### src/rtl/ssq_pkg.sv
package ssq_pkg;
   typedef enum logic [2:0] {
      CK_FPU = 3'd0,
      CK_VEC = 3'd1,
      CK_UPV = 3'd2,
      CK_CSR = 3'd3,
      CK_HDR = 3'd4
   } ssq_kind_e;

   typedef enum logic [1:0] {
      ST_IDLE = 2'd0,
      ST_RUN  = 2'd1,
      ST_FIN  = 2'd2
   } ssq_state_e;

   localparam int unsigned SSQ_NCOMP = 3;
   localparam int unsigned SSQ_NSTEP = 5;
endpackage

### src/rtl/ssq_mask_calc.sv
module ssq_mask_calc #(
   parameter int unsigned MASK_W = 64,
   parameter int unsigned REG_W  = 64
) (
   input  logic [REG_W-1:0]  req_hi,
   input  logic [REG_W-1:0]  req_lo,
   input  logic [MASK_W-1:0] feat_en,
   input  logic [MASK_W-1:0] inuse,
   input  logic [MASK_W-1:0] old_hdr,
   output logic [MASK_W-1:0] rmask,
   output logic [MASK_W-1:0] new_hdr
);
   localparam int unsigned HALF_W = MASK_W / 2;

   if (REG_W < HALF_W) begin : g_bad_reg
      $error("REG_W must cover half of MASK_W");
   end

   logic [MASK_W-1:0] operand;

   // only the low half of each operand register contributes
   assign operand = {req_hi[HALF_W-1:0], req_lo[HALF_W-1:0]};
   assign rmask   = operand & feat_en;
   assign new_hdr = (old_hdr & ~rmask) | (inuse & rmask);
endmodule

### src/rtl/ssq_ctx_match.sv
module ssq_ctx_match #(
   parameter int unsigned PRIV_W = 2,
   parameter int unsigned ADDR_W = 48,
   parameter int unsigned MASK_W = 64,
   parameter bit          OPT_EN = 1'b1
) (
   input  logic [PRIV_W-1:0] cur_priv,
   input  logic              cur_guest,
   input  logic [ADDR_W-1:0] area_addr,
   input  logic [PRIV_W-1:0] rec_priv,
   input  logic              rec_guest,
   input  logic [ADDR_W-1:0] rec_addr,
   input  logic [MASK_W-1:0] rec_cmask,
   output logic              opt_ok
);
   if (OPT_EN) begin : g_match
      logic same_priv, same_guest, same_addr, zero_cmask;
      assign same_priv  = (cur_priv == rec_priv);
      assign same_guest = (cur_guest == rec_guest);
      assign same_addr  = (area_addr == rec_addr);
      // the current save always uses an uncompacted layout
      assign zero_cmask = (rec_cmask == '0);
      assign opt_ok     = same_priv & same_guest & same_addr & zero_cmask;
   end else begin : g_nomatch
      logic unused_ok;
      assign unused_ok = ^{cur_priv, cur_guest, area_addr,
                           rec_priv, rec_guest, rec_addr, rec_cmask};
      assign opt_ok    = 1'b0;
   end
endmodule

### src/rtl/ssq_plan.sv
module ssq_plan
   import ssq_pkg::*;
#(
   parameter int unsigned CNT_W = 2
) (
   input  logic [SSQ_NCOMP-1:0] rmask_lo,
   input  logic [SSQ_NCOMP-1:0] inuse_lo,
   input  logic [SSQ_NCOMP-1:0] mod_lo,
   input  logic                 opt_ok,
   output logic [SSQ_NSTEP-1:0] need,
   output logic [CNT_W-1:0]     skip_n
);
   if (CNT_W < 2) begin : g_bad_cnt
      $error("CNT_W must hold a count up to three");
   end

   logic [SSQ_NCOMP-1:0] hit;
   logic [SSQ_NCOMP-1:0] sup;

   for (genvar g = 0; g < SSQ_NCOMP; g++) begin : g_comp
      assign hit[g]  = rmask_lo[g] & inuse_lo[g];
      assign sup[g]  = hit[g] & opt_ok & ~mod_lo[g];
      assign need[g] = hit[g] & ~sup[g];
   end

   assign need[3] = rmask_lo[1] | rmask_lo[2];
   assign need[4] = 1'b1;

   always_comb begin
      skip_n = '0;
      for (int i = 0; i < SSQ_NCOMP; i++) begin
         skip_n = skip_n + CNT_W'(sup[i]);
      end
   end
endmodule

### src/rtl/state_save_seq.sv
module state_save_seq
   import ssq_pkg::*;
#(
   parameter int unsigned MASK_W = 64,
   parameter int unsigned REG_W  = 64,
   parameter int unsigned PRIV_W = 2,
   parameter int unsigned ADDR_W = 48,
   parameter int unsigned CNT_W  = 2,
   parameter bit          OPT_EN = 1'b1
) (
   input  logic              clk,
   input  logic              rst_n,
   input  logic              start,
   input  logic [REG_W-1:0]  req_hi,
   input  logic [REG_W-1:0]  req_lo,
   input  logic [MASK_W-1:0] feat_en,
   input  logic [MASK_W-1:0] inuse,
   input  logic [MASK_W-1:0] modified,
   input  logic [MASK_W-1:0] old_hdr,
   input  logic [PRIV_W-1:0] cur_priv,
   input  logic              cur_guest,
   input  logic [ADDR_W-1:0] area_addr,
   input  logic [PRIV_W-1:0] rec_priv,
   input  logic              rec_guest,
   input  logic [ADDR_W-1:0] rec_addr,
   input  logic [MASK_W-1:0] rec_cmask,
   output logic              cmd_valid,
   input  logic              cmd_ready,
   output logic [2:0]        cmd_kind,
   output logic [MASK_W-1:0] cmd_data,
   output logic              busy,
   output logic              done,
   output logic [CNT_W-1:0]  skip_cnt
);
   localparam logic [2:0] K_HDR = 3'(CK_HDR);

   if (MASK_W < SSQ_NCOMP || (MASK_W % 2) != 0) begin : g_bad_mask
      $error("MASK_W must be even and cover all components");
   end
   if (ADDR_W == 0 || PRIV_W == 0) begin : g_bad_ctx
      $error("context widths must be non-zero");
   end

   logic [MASK_W-1:0]    rmask_c, hdr_c;
   logic                 opt_c;
   logic [SSQ_NSTEP-1:0] need_c;
   logic [CNT_W-1:0]     skip_c;

   ssq_mask_calc #(.MASK_W(MASK_W), .REG_W(REG_W)) u_mask (
      .req_hi (req_hi),
      .req_lo (req_lo),
      .feat_en(feat_en),
      .inuse  (inuse),
      .old_hdr(old_hdr),
      .rmask  (rmask_c),
      .new_hdr(hdr_c)
   );

   ssq_ctx_match #(.PRIV_W(PRIV_W), .ADDR_W(ADDR_W), .MASK_W(MASK_W),
                   .OPT_EN(OPT_EN)) u_ctx (
      .cur_priv (cur_priv),
      .cur_guest(cur_guest),
      .area_addr(area_addr),
      .rec_priv (rec_priv),
      .rec_guest(rec_guest),
      .rec_addr (rec_addr),
      .rec_cmask(rec_cmask),
      .opt_ok   (opt_c)
   );

   ssq_plan #(.CNT_W(CNT_W)) u_plan (
      .rmask_lo(rmask_c[SSQ_NCOMP-1:0]),
      .inuse_lo(inuse[SSQ_NCOMP-1:0]),
      .mod_lo  (modified[SSQ_NCOMP-1:0]),
      .opt_ok  (opt_c),
      .need    (need_c),
      .skip_n  (skip_c)
   );

   ssq_state_e           state;
   logic [2:0]           step;
   logic [SSQ_NSTEP-1:0] need_q;
   logic [MASK_W-1:0]    hdr_q;
   logic [CNT_W-1:0]     skip_q;

   always_ff @(posedge clk) begin
      if (!rst_n) begin
         state  <= ST_IDLE;
         step   <= '0;
         need_q <= '0;
         hdr_q  <= '0;
         skip_q <= '0;
      end else begin
         case (state)
            ST_IDLE: begin
               if (start) begin
                  need_q <= need_c;
                  hdr_q  <= hdr_c;
                  skip_q <= skip_c;
                  step   <= '0;
                  state  <= ST_RUN;
               end
            end
            ST_RUN: begin
               if (need_q[step]) begin
                  if (cmd_ready) begin
                     if (step == K_HDR) state <= ST_FIN;
                     else               step  <= step + 3'd1;
                  end
               end else begin
                  step <= step + 3'd1;
               end
            end
            default: state <= ST_IDLE;
         endcase
      end
   end

   assign cmd_valid = (state == ST_RUN) && need_q[step];
   assign cmd_kind  = step;
   assign cmd_data  = (step == K_HDR) ? hdr_q : '0;
   assign busy      = (state != ST_IDLE);
   assign done      = (state == ST_FIN);
   assign skip_cnt  = skip_q;

   // checker state: last accepted kind within the current save
   logic [2:0] last_acc;
   logic       any_acc;
   logic       acc;
   assign acc = cmd_valid && cmd_ready;

   always_ff @(posedge clk) begin
      if (!rst_n) begin
         last_acc <= '0;
         any_acc  <= 1'b0;
      end else if (!busy && start) begin
         any_acc  <= 1'b0;
      end else if (acc) begin
         last_acc <= cmd_kind;
         any_acc  <= 1'b1;
      end
   end


   cmd_hold_chk: assert property (@(posedge clk) disable iff (!rst_n)
      (cmd_valid && !cmd_ready) |=>
         (cmd_valid && $stable(cmd_kind) && $stable(cmd_data)));


   done_after_hdr_chk: assert property (@(posedge clk) disable iff (!rst_n)
      (acc && cmd_kind == K_HDR) |=> done);


   done_pulse_chk: assert property (@(posedge clk) disable iff (!rst_n)
      done |=> !done);


   kind_order_chk: assert property (@(posedge clk) disable iff (!rst_n)
      (cmd_valid && any_acc) |-> (cmd_kind > last_acc));


   hdr_last_chk: assert property (@(posedge clk) disable iff (!rst_n)
      (acc && cmd_kind == K_HDR) |=> !cmd_valid);
endmodule

### config.mk
export PLATFORM = sky130hd
export DESIGN_NAME = state_save_seq
export DESIGN_NICKNAME = d
export VERILOG_FILES = /design/src/rtl/ssq_pkg.sv /design/src/rtl/ssq_mask_calc.sv /design/src/rtl/ssq_ctx_match.sv /design/src/rtl/ssq_plan.sv /design/src/rtl/state_save_seq.sv
export SDC_FILE = /design/constraint.sdc
export NUM_CORES = 1
export LEC_CHECK = 0
export BUFFER_PORTS_ARGS = -buffer_cell sky130_fd_sc_hd__buf_2
export CORE_AREA = 2 2 244 246
export DETAILED_ROUTE_END_ITERATION = 6
export DIE_AREA = 0 0 246 248
export PLACE_DENSITY = 0.4
export SLEW_MARGIN = 20
export SYNTH_ARGS = -nofsm -noshare
export SYNTH_HDL_FRONTEND = slang
export SYNTH_SLANG_ARGS = --single-unit
### constraint.sdc
create_clock -name clk -period 2 [get_ports clk]
set_input_delay 0 -clock clk [delete_from_list [all_inputs] [get_ports clk]]
set_output_delay 0 -clock clk [all_outputs]
set_load 0.01 [all_outputs]
# Word level (Yosys, flattened, before mapping)
# Cells that the tools add are included.
[word_totals]
output_inout_bits = 72
inputBits = 554
mem_bits_ro = 0
n_memories = 0
latch_bits = 0
reg_bits = 76
word_cells = 69
ramBits = 0
[classes]
reduce_logical = 8
mul = 0
n_lt_le_gt_ge = 1
n_shift = 0
n_mux = 13
n_bitwise = 27
addsub = 3
div = 0
eq_ne = 12
[op_table]
columns = ["op", "count"]
rows = [
  ["bitwise AND 64 bit", 3],
  ["zero test 64 bit", 1],
  ["2-to-1 mux 64 bit", 1],
  ["inverter 64 bit", 1],
  ["OR 64 bit", 1],
  ["equality test 48 bit", 1],
  ["bitwise AND 1 bit", 15],
  ["2-to-1 mux 3 bit", 4],
  ["2-to-1 mux 2 bit", 4],
  ["AND reduction 4 bit", 2],
  ["!= test 2 bit (second input constant)", 3],
  ["!= test 3 bit (second input constant)", 2],
  ["inverter 1 bit", 6],
  ["case mux 3 bit (2 select lines)", 1],
  ["< comparator 3 x 4 -> 1 bit (second input constant)", 1],
  ["case mux 2 bit (2 select lines)", 1],
  ["nonzero test 2 bit", 2],
  ["adder 3 x 1 -> 3 bit (second input constant)", 1],
  ["binary-select mux 1 bit (select 3 bit)", 1],
  ["equality test 3 bit (second input constant)", 1],
  ["adder 1 x 1 -> 2 bit", 1],
  ["adder 2 x 1 -> 2 bit", 1],
  ["equality test 2 x 1 -> 1 bit (second input constant)", 1],
  ["equality test 2 bit", 1],
  ["other kinds (8)", 8],
]

# Longest topological paths before layout
[logic_depth]
word_depth = 8
ltp_mapped = 8
depth_no_buf = 8

# Hierarchy
# From an unflattened synthesis, not the netlist that was laid out.
[unflattened]
cells_unflattened = 662
hier_area_um2 = 5655.4
[by_module_without_submodules]
columns = ["module", "cells_each", "instances", "seq_area_each_um2", "area_each_um2"]
rows = [
  ["state_save_seq", 428, 1, 1521.5, 3316.9],
  ["ssq_mask_calc", 128, 1, 0.0, 1521.5],
  ["ssq_ctx_match", 90, 1, 0.0, 704.4],
  ["ssq_plan", 16, 1, 0.0, 112.6],
]

# Worst setup path before layout
# OpenSTA, ideal clock, no wires.
[synth_timing]
path_type = "input-to-reg"
from = "in rec_cmask[6]"
to = "reg skip_q[0] (netlist: skip_cnt[0])"
arrival_time_ns = 1.914
path_buffers = 0
setup_time_ns = 0.132
path_slack_ns = -0.046
required_time_ns = 1.868
cell_stages = 8
path_cell_list = "nor4_2 > nand4_1 > or4_4 > or2_4 > nor4_2 > fa_1 > nand2_1 > a21oi_1"
[synth_between]
elab_chain_len = 6
elab_cells_between_ends = 10
cone_classes = "add/sub: 2; bitwise: 7; reduce/logical: 1"
[synth_rtl]
columns = ["item", "line_no", "text"]
rows = [
  ["from (decl)", "state_save_seq.sv:26", "input logic [MASK_W-1:0] rec_cmask,"],
  ["zero test 64 bit (*)", "ssq_ctx_match.sv:22", "assign zero_cmask = (rec_cmask == '0);"],
  ["bitwise AND 1 bit (*)", "ssq_ctx_match.sv:23", "assign opt_ok = same_priv & same_guest & same_addr & zero_cmask;"],
  ["bitwise AND 1 bit (2 in a row)", "ssq_plan.sv:22", "assign sup[g] = hit[g] & opt_ok & ~mod_lo[g];"],
  ["adder 1 x 1 -> 2 bit", "ssq_plan.sv:32", "skip_n = skip_n + CNT_W'(sup[i]);"],
  ["adder 2 x 1 -> 2 bit (*)", "ssq_plan.sv:32", ""],
  ["via skip_c[0]", "state_save_seq.sv:47", "logic [CNT_W-1:0] skip_c;"],
  ["to (signal assigned)", "state_save_seq.sv:99", "skip_q <= skip_c;"],
  ["to (decl)", "state_save_seq.sv:84", "logic [CNT_W-1:0] skip_q;"],
]
# The timed path passes the listed nets; every way through them passes the cells marked *.
# A chain may end at the register's enable or synchronous reset.

# Worst setup path in the final report
[layout_timing]
from = "in rec_addr[0]"
to = "reg skip_q[0] (netlist: skip_cnt[0])"
[layout_between]
elab_chain_len = 7
elab_cells_between_ends = 11
cone_classes = "add/sub: 2; eq/ne: 1; bitwise: 8"
[layout_rtl]
columns = ["item", "line_no", "text"]
rows = [
  ["from (decl)", "state_save_seq.sv:25", "input logic [ADDR_W-1:0] rec_addr,"],
  ["equality test 48 bit (*)", "ssq_ctx_match.sv:20", "assign same_addr = (area_addr == rec_addr);"],
  ["bitwise AND 1 bit (*) (2 in a row)", "ssq_ctx_match.sv:23", ""],
  ["bitwise AND 1 bit (2 in a row)", "ssq_plan.sv:22", ""],
  ["adder 1 x 1 -> 2 bit", "ssq_plan.sv:32", ""],
  ["adder 2 x 1 -> 2 bit (*)", "ssq_plan.sv:32", ""],
  ["via skip_c[0]", "state_save_seq.sv:47", ""],
]
# Marked as above.

==> results.rst <==
.. list-table::
   :header-rows: 1

   * - Metric
     - Value
   * - Register Area
     - between 0.0015 and 0.002 mm2
   * - Total number of H-tree levels
     - 3
   * - Critical register-to-register path startpoint
     - state[1]$_SDFFE_PN0P_
   * - Total detailed-routing wirelength
     - 30600 um
   * - Final number of setup-violating endpoints
     - 0
   * - Number of nets in the synthesized netlist
     - 1212
   * - Via-to-Cell Ratio
     - ~3.7
   * - Slew at the pin closest to its max-slew limit
     - 0.622 ns
   * - Global-route wire length before repair
     - 40200 um
   * - Number of sinks handled by clock tree synthesis
     - 76
   * - Global router's overall resource usage
     - 0.0879
   * - Sequential-to-total area share from yosys stat
     - 0.315
   * - RD Place Congestion
     - 0.892
   * - Post-Route Skew
     - 0.00653 ns
   * - Clock latency on the worst-skew pair
     - around 0.37 ns
   * - Core Box Area
     - roughly 0.058 mm2
   * - Layout Area Growth over Synthesis
     - 140%
   * - Unrepaired setup endpoints after global routing
     - true
   * - Area of the mapped netlist
     - 0.00483 mm2
   * - Most numerous cell in the Yosys netlist
     - sky130_fd_sc_hd__nand2_1
   * - Critical R2R Capture
     - need_q[3]$_SDFFE_PN0P_
   * - Area of the multi-input gates
     - 0.00320 mm2
   * - Arrival time reported for the critical path endpoint
     - 2.23 ns
   * - Hold slack final
     - between 0.04 and 0.05 ns
   * - Sum of overflow across all layers after global routing
     - 0
   * - Post-detailed-route wirelength per cell
     - 13.9 um
   * - Crit path time final
     - 1.98 ns
   * - Worst path required time
     - 2.25 ns
   * - Cells on worst reg2reg path
     - 6
   * - Maximum number of pins on one net before global-route repair
     - 45
   * - Total of warnings raised by yosys
     - 0
   * - Post-layout instance area
     - 0.0116 mm2
   * - Final worst path period share
     - 0.991
   * - First-iteration detailed-routing DRC count
     - 274
   * - Root Driver
     - sky130_fd_sc_hd__clkbuf_16
   * - Synth top area cells
     - sky130_fd_sc_hd__dfxtp_1, sky130_fd_sc_hd__a311oi_1, sky130_fd_sc_hd__nand2_1
   * - First-pass iteration count of the detailed router
     - 5
   * - Max capacitance violation total
     - 0
   * - Achievable Freq
     - 505 MHz
   * - Layout filler cell count
     - between 6000 and 7000
   * - Die height
     - 248 um
   * - Instance count of the mapped netlist
     - 655
   * - I/O pin count
     - 626
   * - Critical path class
     - primary input to flip-flop
   * - Peak fanout along the critical path
     - 3
   * - Relative slew slack
     - 0.586
   * - Most instantiated cells after synthesis
     - sky130_fd_sc_hd__nand2_1, sky130_fd_sc_hd__dfxtp_1, sky130_fd_sc_hd__nor2_1, sky130_fd_sc_hd__and3_1, sky130_fd_sc_hd__nand3_1
   * - Number of global-route vias before repair
     - between 7000 and 8000
   * - Detailed-route via count
     - ~8100
   * - Register-to-register path setup slack
     - approximately 0.07 ns
   * - Unique cell type count in the Yosys netlist
     - 33
   * - Initial standard-cell utilization of the core
     - 0.0826
   * - Worst min path class
     - primary input to flip-flop
   * - Leakage power of the design
     - around 5.4 nW
   * - Hold path startpoint
     - rst_n
   * - Clock slew seen by the registers of the worst setup and hold paths
     - 0.06 ns
   * - Number of antenna violations at the first check in global routing
     - 4
   * - Proportion of netlist area held by the largest area contributor
     - 0.315
   * - Run status
     - finished, final reports clean
   * - Placed standard-cell area
     - 0.00844 mm2
   * - Count of antenna-violating nets left after detailed routing
     - 0
   * - Peak ir drop on the vdd network
     - around 0.4 mV
   * - Main synth FF type
     - sky130_fd_sc_hd__dfxtp_1
   * - Total power per unit cell area
     - ~460 mW/mm2
   * - Cts bufs inserted
     - 9
   * - Total of flip-flops plus latches after synthesis
     - 76
   * - Total number of placement rows
     - 89
   * - Kind of start point of the critical path
     - primary input
   * - Final count of hold timing violations
     - 0
   * - Number of synthesized flops with an enable pin
     - 0
   * - Kind of end point of the critical path
     - flip-flop
   * - Total Nets Final
     - 1985
   * - Hold-critical path depth
     - 4
   * - Detailed Place HPWL
     - around 21000 um
   * - Final routed DRC violation total
     - 0
   * - Cell taking the most area after synthesis
     - sky130_fd_sc_hd__dfxtp_1
   * - Mean post-synth cell area
     - around 7.4 um2
   * - Maximum number of buffers from clock root to sink
     - 2
   * - Clock tree from TritonCTS
     - yes
   * - Share of layout cells above drive strength 1
     - 0.408
   * - Ys async rst share
     - 0
   * - Horizontal extent of the die
     - 246 um
   * - Final slew viol count
     - 0
   * - Port Buf Inserts
     - 500
   * - Hold Crit Endpoint
     - need_q[1]$_SDFFE_PN0P_
   * - Die outline area
     - 0.0610 mm2
-- placed cells by master (no fill, tap or decap), drive strengths merged, types with 21 or more instances in the layout --
cell	instances
nor4	28
nor2	71
buf	540
xor2	32
nand3	65
and3	66
dlygate4sd3	251
a311oi	62
xnor2	21
dfxtp	76
nand2	142
-- critical path: stages --
cell                      delay (ns)
sky130_fd_sc_hd__buf_2          0.10
sky130_fd_sc_hd__xor2_1         0.17
sky130_fd_sc_hd__nor4_1         0.30
sky130_fd_sc_hd__nand4_1        0.20
sky130_fd_sc_hd__or4_4          0.59
sky130_fd_sc_hd__nor4_4         0.29
sky130_fd_sc_hd__fa_1           0.44
sky130_fd_sc_hd__nand2_1        0.08
sky130_fd_sc_hd__a21oi_2        0.05
-- layer usage --
layer  share of wire  global-route usage
met5         0.00085                   0
met4           0.027              0.0483
met3           0.070              0.0215
met2            0.53               0.172
met1            0.37              0.0836
-- layout make-up --
| cell class | count | share of cell area |
|---|---|---|
| clock buffer | 9 | 0.0194 |
| clock inverter | 7 | 0.0107 |
| inverter | 5 | 0.00162 |
| sequential | 76 | 0.131 |
| timing repair buffer | 799 | 0.477 |
| antenna | 3 | 0.000648 |
| tap | 773 | 0.0834 |
| multi-input combinational | 537 | 0.276 |
-- sequential cells by signal (all words and copies together) (netlist names) --
name,count
hdr_q,64
need_q,5
cmd_kind,3
skip_cnt,2
state,2
-- how the worst max path moves through the flow --
stage	start	end	slack [ns]	cells after the start
2_1_floorplan	rec_cmask[6]	skip_cnt[0]$_SDFFE_PN0P_	-0.03	8
3_3_place_gp	rec_guest	skip_cnt[0]$_SDFFE_PN0P_	-0.63	10
3_5_place_dp	rec_guest	skip_cnt[0]$_SDFFE_PN0P_	-0.64	10
4_1_cts	rec_addr[41]	skip_cnt[0]$_SDFFE_PN0P_	-0.02	10
5_1_grt	rec_addr[27]	skip_cnt[0]$_SDFFE_PN0P_	-0.07	10
6_report	rec_addr[0]	skip_cnt[0]$_SDFFE_PN0P_	0.02	9
-- report_power, final --
group          internal [W]  switching (W)  total [W]
Clock               0.00123       0.000805    0.00203
Sequential          0.00163      0.0000545    0.00168
Combinational      0.000927       0.000662    0.00159
-- per-stage QoR --
step	power, W	TNS (ns)	instances	utilization	worst slack (ns)
finish	0.00530	0	2209	0.198	0.0184
global route	0.00565	-0.0822	2206	0.198	-0.0699
CTS	0.00537	-0.0204	2192	0.194	-0.0204
detailed placement	0.00282	-1.03	1923	0.144	-0.643
global placement	0.00281	-0.998	1923	0.144	-0.630
floorplan	0.00213	-0.0320	655	-	-0.0320
-- timing repair --
action                                  4_1_cts  5_1_grt
hold buffers                                253        2
gates resized for setup                       4       13
endpoints found under the setup margin        2        7
hold endpoints to repair                     68        1
buffers inserted                              0        8
pin swaps                                     2        4
cloned                                        0        5
-- logic make-up (layout without fill, tap and decap cells) --
family,count (synthesis),after routing,synth area share
adders and majority gates,3,3,0.00933
AOI/OAI and AO/OA,80,80,0.132
xor gates and xnor gates,53,53,0.0961
DFF,76,76,0.315
and+or+nand+nor,398,398,0.402
buffers and inverters,42,820,0.0360
muxes,3,3,0.00881
other,0,3,0
Note: power is estimated with default switching activity, not from simulation.
